`src/rtl/winwdog_pkg.sv`:
```
package winwdog_pkg;
  localparam int unsigned CNT_W = 12;

  // strobes from control to the counter datapath
  typedef struct packed {
    logic             countEn;
    logic             reload;
    logic [CNT_W-1:0] loadVal;
  } dpStrobe_t;
endpackage

```
`src/rtl/winwdog_dp.sv`:
```
module winwdog_dp
  import winwdog_pkg::*;
(
  input  logic             clk,
  input  logic             rstN,
  input  dpStrobe_t        str,
  output logic [CNT_W-1:0] cnt
);
  localparam logic [CNT_W-1:0] CNT_INIT = '1;

  always_ff @(posedge clk) begin
    if (!rstN)           cnt <= CNT_INIT;
    else if (str.reload) cnt <= str.loadVal;
    else if (str.countEn) cnt <= cnt - 1'b1;
  end

  p_reload_r4: assert property (@(posedge clk) disable iff (!rstN)
    str.reload |=> cnt == $past(str.loadVal));
  p_decrement_r3: assert property (@(posedge clk) disable iff (!rstN)
    (str.countEn && !str.reload) |=> cnt == CNT_W'($past(cnt) - 1'b1));
  p_freeze_r10: assert property (@(posedge clk) disable iff (!rstN)
    (!str.countEn && !str.reload) |=> $stable(cnt));
endmodule

```
`src/rtl/winwdog_ctrl.sv`:
```
module winwdog_ctrl
  import winwdog_pkg::*;
#(
  parameter int unsigned DATA_W      = 32,
  parameter logic [7:0]  RESTART_KEY = 8'hA5
)(
  input  logic              clk,
  input  logic              rstN,
  input  logic              busSel,
  input  logic              busWr,
  input  logic [1:0]        busAddr,
  input  logic [DATA_W-1:0] busWdata,
  output logic [DATA_W-1:0] busRdata,
  input  logic              tickEn,
  input  logic              idleIn,
  input  logic              dbgIn,
  input  logic [CNT_W-1:0]  cnt,
  output dpStrobe_t         str,
  output logic              irqOut,
  output logic              procRstOut,
  output logic              sysRstOut
);
  localparam logic [1:0] ADDR_CTRL = 2'd0;
  localparam logic [1:0] ADDR_MODE = 2'd1;
  localparam logic [1:0] ADDR_STAT = 2'd2;
  localparam logic [1:0] ADDR_CNT  = 2'd3;
  localparam logic [DATA_W-1:0] MODE_RST = DATA_W'(32'h3FFF_2FFF);
  localparam int unsigned DLT_LSB  = 16;
  localparam int unsigned B_IRQEN  = 12;
  localparam int unsigned B_RSTEN  = 13;
  localparam int unsigned B_PROC   = 14;
  localparam int unsigned B_DIS    = 15;
  localparam int unsigned B_DBGH   = 28;
  localparam int unsigned B_IDLEH  = 29;
  localparam int unsigned KEY_LSB  = DATA_W - 8;

  logic [DATA_W-1:0] modeReg;
  logic              modeLocked;
  logic [1:0]        statReg;
  logic              rstAct, rstProc;

  logic modeTake, restartStb, statRd, halted, countEn;
  logic faultUf, faultErr, wdDis;
  logic [CNT_W-1:0] reloadVal, deltaVal;

  assign wdDis     = modeReg[B_DIS];
  assign reloadVal = modeReg[CNT_W-1:0];
  assign deltaVal  = modeReg[DLT_LSB +: CNT_W];

  assign modeTake   = busSel && busWr && busAddr == ADDR_MODE && !modeLocked;
  assign restartStb = busSel && busWr && busAddr == ADDR_CTRL && !wdDis &&
                      busWdata[KEY_LSB +: 8] == RESTART_KEY && busWdata[0];
  assign statRd     = busSel && !busWr && busAddr == ADDR_STAT;

  assign halted  = (modeReg[B_IDLEH] && idleIn) || (modeReg[B_DBGH] && dbgIn);
  assign countEn = tickEn && !wdDis && !halted;

  // restart in the same cycle as a tick wins over underflow
  assign faultUf  = countEn && cnt == '0 && !restartStb;
  assign faultErr = restartStb && cnt > deltaVal;

  always_comb begin
    str.countEn = countEn;
    str.reload  = modeTake || restartStb || faultUf;
    str.loadVal = modeTake ? busWdata[CNT_W-1:0] : reloadVal;
  end

  always_ff @(posedge clk) begin
    if (!rstN) begin
      modeReg    <= MODE_RST;
      modeLocked <= 1'b0;
    end else if (modeTake) begin
      modeReg    <= busWdata;
      modeLocked <= 1'b1;
    end
  end

  always_ff @(posedge clk) begin
    if (!rstN) statReg <= '0;
    else       statReg <= (statRd ? 2'b00 : statReg) | {faultErr, faultUf};
  end

  always_ff @(posedge clk) begin
    if (!rstN) begin
      rstAct  <= 1'b0;
      rstProc <= 1'b0;
    end else if ((faultUf || faultErr) && modeReg[B_RSTEN]) begin
      rstAct  <= 1'b1;
      rstProc <= modeReg[B_PROC];
    end else if (tickEn) begin
      rstAct  <= 1'b0;
    end
  end

  assign irqOut     = modeReg[B_IRQEN] && statReg != 2'b00;
  assign procRstOut = rstAct && rstProc;
  assign sysRstOut  = rstAct && !rstProc;

  always_comb begin
    unique case (busAddr)
      ADDR_MODE: busRdata = modeReg;
      ADDR_STAT: busRdata = DATA_W'(statReg);
      ADDR_CNT:  busRdata = DATA_W'(cnt);
      default:   busRdata = '0;
    endcase
  end

  p_mode_locked_r2: assert property (@(posedge clk) disable iff (!rstN)
    modeLocked |=> $stable(modeReg));
  p_quiet_off_r9: assert property (@(posedge clk) disable iff (!rstN)
    (wdDis && !statRd) |=> $stable(statReg));
  p_rst_follows_r8: assert property (@(posedge clk) disable iff (!rstN)
    ((faultUf || faultErr) && modeReg[B_RSTEN]) |=> (procRstOut || sysRstOut));
  p_irq_clear_r7: assert property (@(posedge clk) disable iff (!rstN)
    (statRd && !faultUf && !faultErr) |=> !irqOut);
  p_err_flag_r5: assert property (@(posedge clk) disable iff (!rstN)
    faultErr |=> statReg[1]);
endmodule

```
`src/rtl/winwdog_top.sv`:
```
module winwdog_top
  import winwdog_pkg::*;
#(
  parameter int unsigned DATA_W      = 32,
  parameter logic [7:0]  RESTART_KEY = 8'hA5
)(
  input  logic              clk,
  input  logic              rstN,
  input  logic              busSel,
  input  logic              busWr,
  input  logic [1:0]        busAddr,
  input  logic [DATA_W-1:0] busWdata,
  output logic [DATA_W-1:0] busRdata,
  input  logic              tickEn,
  input  logic              idleIn,
  input  logic              dbgIn,
  output logic              irqOut,
  output logic              procRstOut,
  output logic              sysRstOut
);
  dpStrobe_t        str;
  logic [CNT_W-1:0] cnt;

  winwdog_ctrl #(.DATA_W(DATA_W), .RESTART_KEY(RESTART_KEY)) i_ctrl (
    .clk(clk), .rstN(rstN), .busSel(busSel), .busWr(busWr),
    .busAddr(busAddr), .busWdata(busWdata), .busRdata(busRdata),
    .tickEn(tickEn), .idleIn(idleIn), .dbgIn(dbgIn), .cnt(cnt),
    .str(str), .irqOut(irqOut), .procRstOut(procRstOut),
    .sysRstOut(sysRstOut)
  );

  winwdog_dp i_dp (.clk(clk), .rstN(rstN), .str(str), .cnt(cnt));
endmodule

```
`config.mk`:
```
export PLATFORM = sky130hd
export DESIGN_NAME = winwdog_top
export DESIGN_NICKNAME = d
export VERILOG_FILES = /design/src/rtl/winwdog_pkg.sv /design/src/rtl/winwdog_dp.sv /design/src/rtl/winwdog_ctrl.sv /design/src/rtl/winwdog_top.sv
export SDC_FILE = /design/constraint.sdc
export NUM_CORES = 1
export LEC_CHECK = 0
export CAP_MARGIN = 10
export CORE_MARGIN = 2
export CORE_UTILIZATION = 40
export CTS_BUF_LIST = sky130_fd_sc_hd__clkbuf_4 sky130_fd_sc_hd__clkbuf_8
export DETAILED_ROUTE_END_ITERATION = 12
export GPL_TIMING_DRIVEN = 1
export PLACE_DENSITY = 0.76
export SETUP_SLACK_MARGIN = 0.3
export SYNTH_ARGS = -nofsm -noshare
export SYNTH_HDL_FRONTEND = slang
export SYNTH_SLANG_ARGS = --single-unit
export TNS_END_PERCENT = 20
```
`constraint.sdc`:
```
create_clock -name clk -period 3.1 [get_ports clk]
set_input_delay 0.62 -clock clk [delete_from_list [all_inputs] [get_ports clk]]
set_output_delay 0.62 -clock clk [all_outputs]
set_load 0.005 [all_outputs]
```
* Word level (Yosys, flattened, before mapping)
Index checks and enable logic that the tools add are counted.
** Storage, ports and cells
- Flip-flop bits (word level) :: 49
- Input port bits :: 41
- Output and inout port bits :: 35
** Cells by class
- Equal/unequal tests :: 4
- Reductions and logical operators :: 35
- Mux-type cells :: 7
- Add/sub/neg operators :: 1
- Order comparisons :: 1
- Bitwise operators :: 1
** Operators with widths (number)
- 32-bit case mux with 3 select lines :: 1
- 12-bit two-way mux :: 3
- 1-bit logical AND :: 20
- 12-bit greater-than comparator :: 1
- 12-bit logical NOT :: 1
- 12-bit by 1-bit subtractor with 12-bit output (second input constant) :: 1
- 8-bit equality test (second input constant) :: 1
- 1-bit logical NOT :: 6
- 2-bit nonzero test :: 3
- 2-bit equality test (second input constant) :: 2
- 1-bit logical OR :: 4
- 2-bit by 1-bit equality test with 1-bit output (second input constant) :: 1
- 2-bit logical NOT :: 1
- 1-bit two-way mux :: 2
- 2-bit two-way mux :: 1
- 2-bit bitwise OR :: 1

* Depth between registers and ports, before layout
- Depth in word-level cells :: 10
- Mapped depth :: 8

* Hierarchy
From an unflattened synthesis, not the netlist that was laid out.
** Second synthesis, totals
- Cell total of the unflattened synthesis :: 350
- Area total of the unflattened synthesis :: 2796.4 um2
** Modules (own cells, without submodules)
- winwdog_ctrl :: area an instance 2107.0 um2, cells each 273, seq. area each 740.7 um2, times used 1
- winwdog_dp :: area an instance 689.4 um2, cells each 77, seq. area each 240.2 um2, times used 1

* Least setup slack after synthesis
OpenSTA, ideal clock, no wires.
- Kind :: input port to flip-flop
- From :: in busAddr[1]
- To :: reg i_dp.cnt[6]
- Data arrival time :: 2.391 ns
- Path slack :: 0.648 ns
- Path buffers :: 2
- Stages :: 7
- Cell sequence :: buf_6 -> or4b_4 -> or4_4 -> o211ai_4 -> buf_8 -> mux2_1 -> nand2_1
** Between the ends
- Longest elaborated chain between the ends :: 9
- Elaborated cells on any way between the ends :: 15
- Classes of those cells :: eq/ne: 1; mux: 2; reduce/logical: 12
** RTL lines
- start, declared :: line winwdog_top.sv:11 : input logic [1:0] busAddr,
- 2-bit logical NOT :: line winwdog_ctrl.sv:51 : assign restartStb = busSel && busWr && busAddr == ADDR_CTRL && !wdDis &&
- 1-bit logical AND (3 in series) :: line winwdog_ctrl.sv:51
- 1-bit logical AND :: line winwdog_ctrl.sv:52 : busWdata[KEY_LSB +: 8] == RESTART_KEY && busWdata[0];
- 1-bit logical NOT :: line winwdog_ctrl.sv:59 : assign faultUf = countEn && cnt == '0 && !restartStb;
- 1-bit logical AND :: line winwdog_ctrl.sv:59
- 1-bit logical OR :: line winwdog_ctrl.sv:64 : str.reload = modeTake || restartStb || faultUf;
- 12-bit two-way mux or 2-bit nonzero test (tied branches)
- end signal, assigned :: line winwdog_dp.sv:13 : else if (str.reload) cnt <= str.loadVal;
- end signal, assigned :: line winwdog_dp.sv:14 : else if (str.countEn) cnt <= cnt - 1'b1;
- end, declared :: line winwdog_dp.sv:7 : output logic [CNT_W-1:0] cnt
Parallel ways exist; a longest one is shown, timed or not.
A chain may end at the register's enable or synchronous reset.

* Final worst setup path
- From :: in busWdata[25]
- To :: reg i_dp.cnt[3]
** Between the ends
- Longest elaborated chain between the ends :: 7
- Elaborated cells on any way between the ends :: 9
- Classes of those cells :: eq/ne: 1; mux: 1; reduce/logical: 7
** RTL lines
- start, declared :: line winwdog_top.sv:12 : input logic [DATA_W-1:0] busWdata,
- 8-bit equality test (*) :: line winwdog_ctrl.sv:52
- 1-bit logical AND (*) :: line winwdog_ctrl.sv:51
- 1-bit logical AND (*) :: line winwdog_ctrl.sv:52
- 1-bit logical NOT :: line winwdog_ctrl.sv:59
- 1-bit logical AND :: line winwdog_ctrl.sv:59
- 1-bit logical OR (*) :: line winwdog_ctrl.sv:64
- 12-bit two-way mux or 2-bit nonzero test (tied branches)
Every way passes the cells marked *; elsewhere a longest branch is shown, timed or not.

==> impl_metrics.tcl <==
set metrics [dict create \
    regArea_um2 980.9 \
    worst_setup_path_start_kind "input port" \
    synth_top_area_share 0.3455 \
    tightest_slew_ns 0.4691 \
    initial_core_util 0.4156 \
    max_freq_mhz 376.0 \
    io-pin-count 76 \
    gr-total-overflow 0 \
    area.growth.synth_to_final_pct 35.65 \
    hold_start "i_ctrl.modeReg[31]$_SDFFE_PN0P_" \
    fin_crit_sh 0.8580 \
    critPathMaxFanout 15 \
    finalSetupTns_ns 0 \
    cts_buffers 5 \
    synth_flop_cell "dfxtp_1" \
    gr-usage-met3 0.03172 \
    outcome "finished clean" \
    antenna_left 0 \
    r2r_start "i_dp.cnt[0]$_SDFFE_PN1P_" \
    grt_use_total 0.1883 \
    antenna_found_initial 0 \
    cts_hold_buf 0 \
    yosysMostFrequentCell "nand2_1" \
    diodes 0 \
    rr_endpoint "i_dp.cnt[3]$_SDFFE_PN1P_" \
    synthTopCellsByArea "dfxtp_1, nand2_1, mux2i_1" \
    reg2reg_depth 7 \
    syn_avg_cell_area_um2 8.603 \
    gp_congestion 0.8210 \
    setup_slack_ns 0.4403 \
    worst_ep_arrival_time_ns 2.91 \
    synthCells 330 \
    r2r_setup_slack_ns 0.57 \
    dp_slack_ns 0.1270 \
    rows 30 \
    ctsLongestPathBuffers 2 \
    fillers 632 \
    synth-edff-count 0 \
    top_usage_layer "met2" \
    clk_latency_ns 0.31 \
    crit_start "busWdata[25]" \
    cts-root-buf "clkbuf_8" \
    skew_ns 0.01129 \
    power_density_mw_per_mm2 359.6 \
    synth_seq_cells 49 \
    hold_violations 0 \
    period_needed_ns 2.660 \
    die_x_um 88.25 \
    placedCellCount 493 \
    port_buffers 75 \
    relSlewSlack 0.6858 \
    drt_wl_total_mm 7.119 \
    via_per_inst 5.100 \
    cts_setup_buffers 0 \
    clk_pin_slew_ns 0.09 \
    drt_iter0_markers 126 \
    ir_worst_vdd_v 0.0001671 \
    maxCapViolCount 0 \
    htreeDepth 2 \
    grt_max_degree 32 \
    cp.required_ns 3.35 \
    setup_viol 0 \
    synth_seq_area_share 0.3455 \
    use_met1 0.2364 \
    cts_tree "yes" \
    p_leak_nw 1.554 \
    use_met2 0.3267 \
    grt_pass1_wl_mm 11.52 \
    drive_gt1_frac 0.08395 \
    min-delay-path-class "reg -> reg" \
    drv_slew 0 \
    final_cells 501 \
    drc 0 \
    die-area_mm2 0.007787 \
    end_kind "flip-flop" \
    wire_per_inst_um 14.21 \
    synth_top_area_cell "dfxtp_1" \
    die_h_um 88.25 \
    syn-cell-area_mm2 0.002839 \
    drtPass1Iterations 4 \
    coreArea_mm2 0.006832 \
    async_flop_share 0 \
    synth.distinct_cells 48 \
    synth_fp_nets 385 \
    endpoint "i_dp.cnt[3]$_SDFFE_PN1P_" \
    cts_sinks 49 \
    multiInputGateArea_mm2 0.001723 \
    rsz0062_at_grt "false" \
    netlist_top_cells_count "nand2_1, dfxtp_1, and2_1" \
    layout.nets 459 \
    ys.warnings.count 0 \
    crit_type "in -> reg" \
    vias 2555 \
    first_global_vias 2509 \
    dpl.hpwl_mm 5.310 \
]
-- what timing repair did --
action                     in CTS  in global routing
gates cloned                    0                  0
setup endpoints to repair      22                  9
resized for setup               4                  2
-- layout by cell type, fill, tap and decap left out, types with 5 or more instances in the layout --
cell	Yosys	routed
nand2_1	62	62
a21oi_1	6	6
o211ai_1	11	11
nand3_1	10	10
dfxtp_1	49	49
inv_1	14	14
mux2i_1	22	22
nand4_1	10	10
and2_1	23	23
ha_1	14	14
nor3_1	5	5
clkbuf_8	0	6
nor2b_1	15	14
clkdlybuf4s50_1	0	73
mux2_2	7	7
xor2_1	8	8
buf_4	0	9
a21boi_0	6	6
-- final cells by class --
| cell class | count | share of cell area |
|---|---|---|
| multi-input combinational | 248 | 0.4474 |
| inverter | 14 | 0.01365 |
| sequential | 49 | 0.2547 |
| timing repair buffer | 86 | 0.2219 |
| clock inverter | 2 | 0.009747 |
| clock buffer | 6 | 0.02144 |
| tap | 96 | 0.03119 |
-- metal layers --
metal / part of all wire / wire length (µm)
met5: 0 / 0
met4: 0.016 / 115
met2: 0.48 / 3398
met3: 0.046 / 331
met1: 0.46 / 3274
-- how the worst min path moves through the flow --
stage / end / cells past startpoint / slack, ns
global route: i_ctrl.modeReg[31]$_SDFFE_PN0P_ / 2 / 0.49
global placement: i_ctrl.modeReg[31]$_SDFFE_PN0P_ / 2 / 0.45
finish: i_ctrl.modeReg[31]$_SDFFE_PN0P_ / 2 / 0.47
floorplan: i_ctrl.modeReg[30]$_SDFFE_PN0P_ / 2 / 0.44
CTS: i_ctrl.modeReg[31]$_SDFFE_PN0P_ / 2 / 0.48
detailed placement: i_ctrl.rstProc$_SDFFE_PN0P_ / 2 / 0.46
-- metrics by stage --
stage	hold slack (ns)	total power [mW]	area [µm²]	util
5_1_grt	0.4856	1.430	3851	0.5637
3_5_place_dp	0.4628	0.9134	3715	0.5438
3_3_place_gp	0.4467	0.9097	3715	0.5438
2_1_floorplan	0.4389	0.7838	2839	-
6_report	0.4699	1.385	3851	0.5637
4_1_cts	0.4772	1.387	3845	0.5628
-- cells by family after synthesis --
group                      synth area share
muxes                                0.1212
AOI/OAI and AO/OA                    0.1044
DFF                                  0.3455
adders and majority gates           0.06170
buffers and inverters               0.05200
and+or+nand+nor                      0.2843
xor gates and xnor gates            0.03085
-- where the power goes --
group          switching, mW  internal (mW)  total [mW]
Clock                  0.221          0.263       0.483
Sequential            0.0115          0.644       0.655
Combinational          0.102          0.145       0.247
-- state kept, by name, summed over array words and instances (netlist names) --
name               cells
i_ctrl.modeLocked      1
i_dp.cnt              12
i_ctrl.rstProc         1
i_ctrl.statReg         2
i_ctrl.modeReg        32
i_ctrl.rstAct          1
-- critical path, cell delays in order --
cell,delay (ns)
clkdlybuf4s50_1,0.43
or4b_2,0.72
or4_4,0.47
o211ai_4,0.22
mux2_2,0.39
nand2_1,0.06
Note: power is estimated with default switching activity, not from simulation.
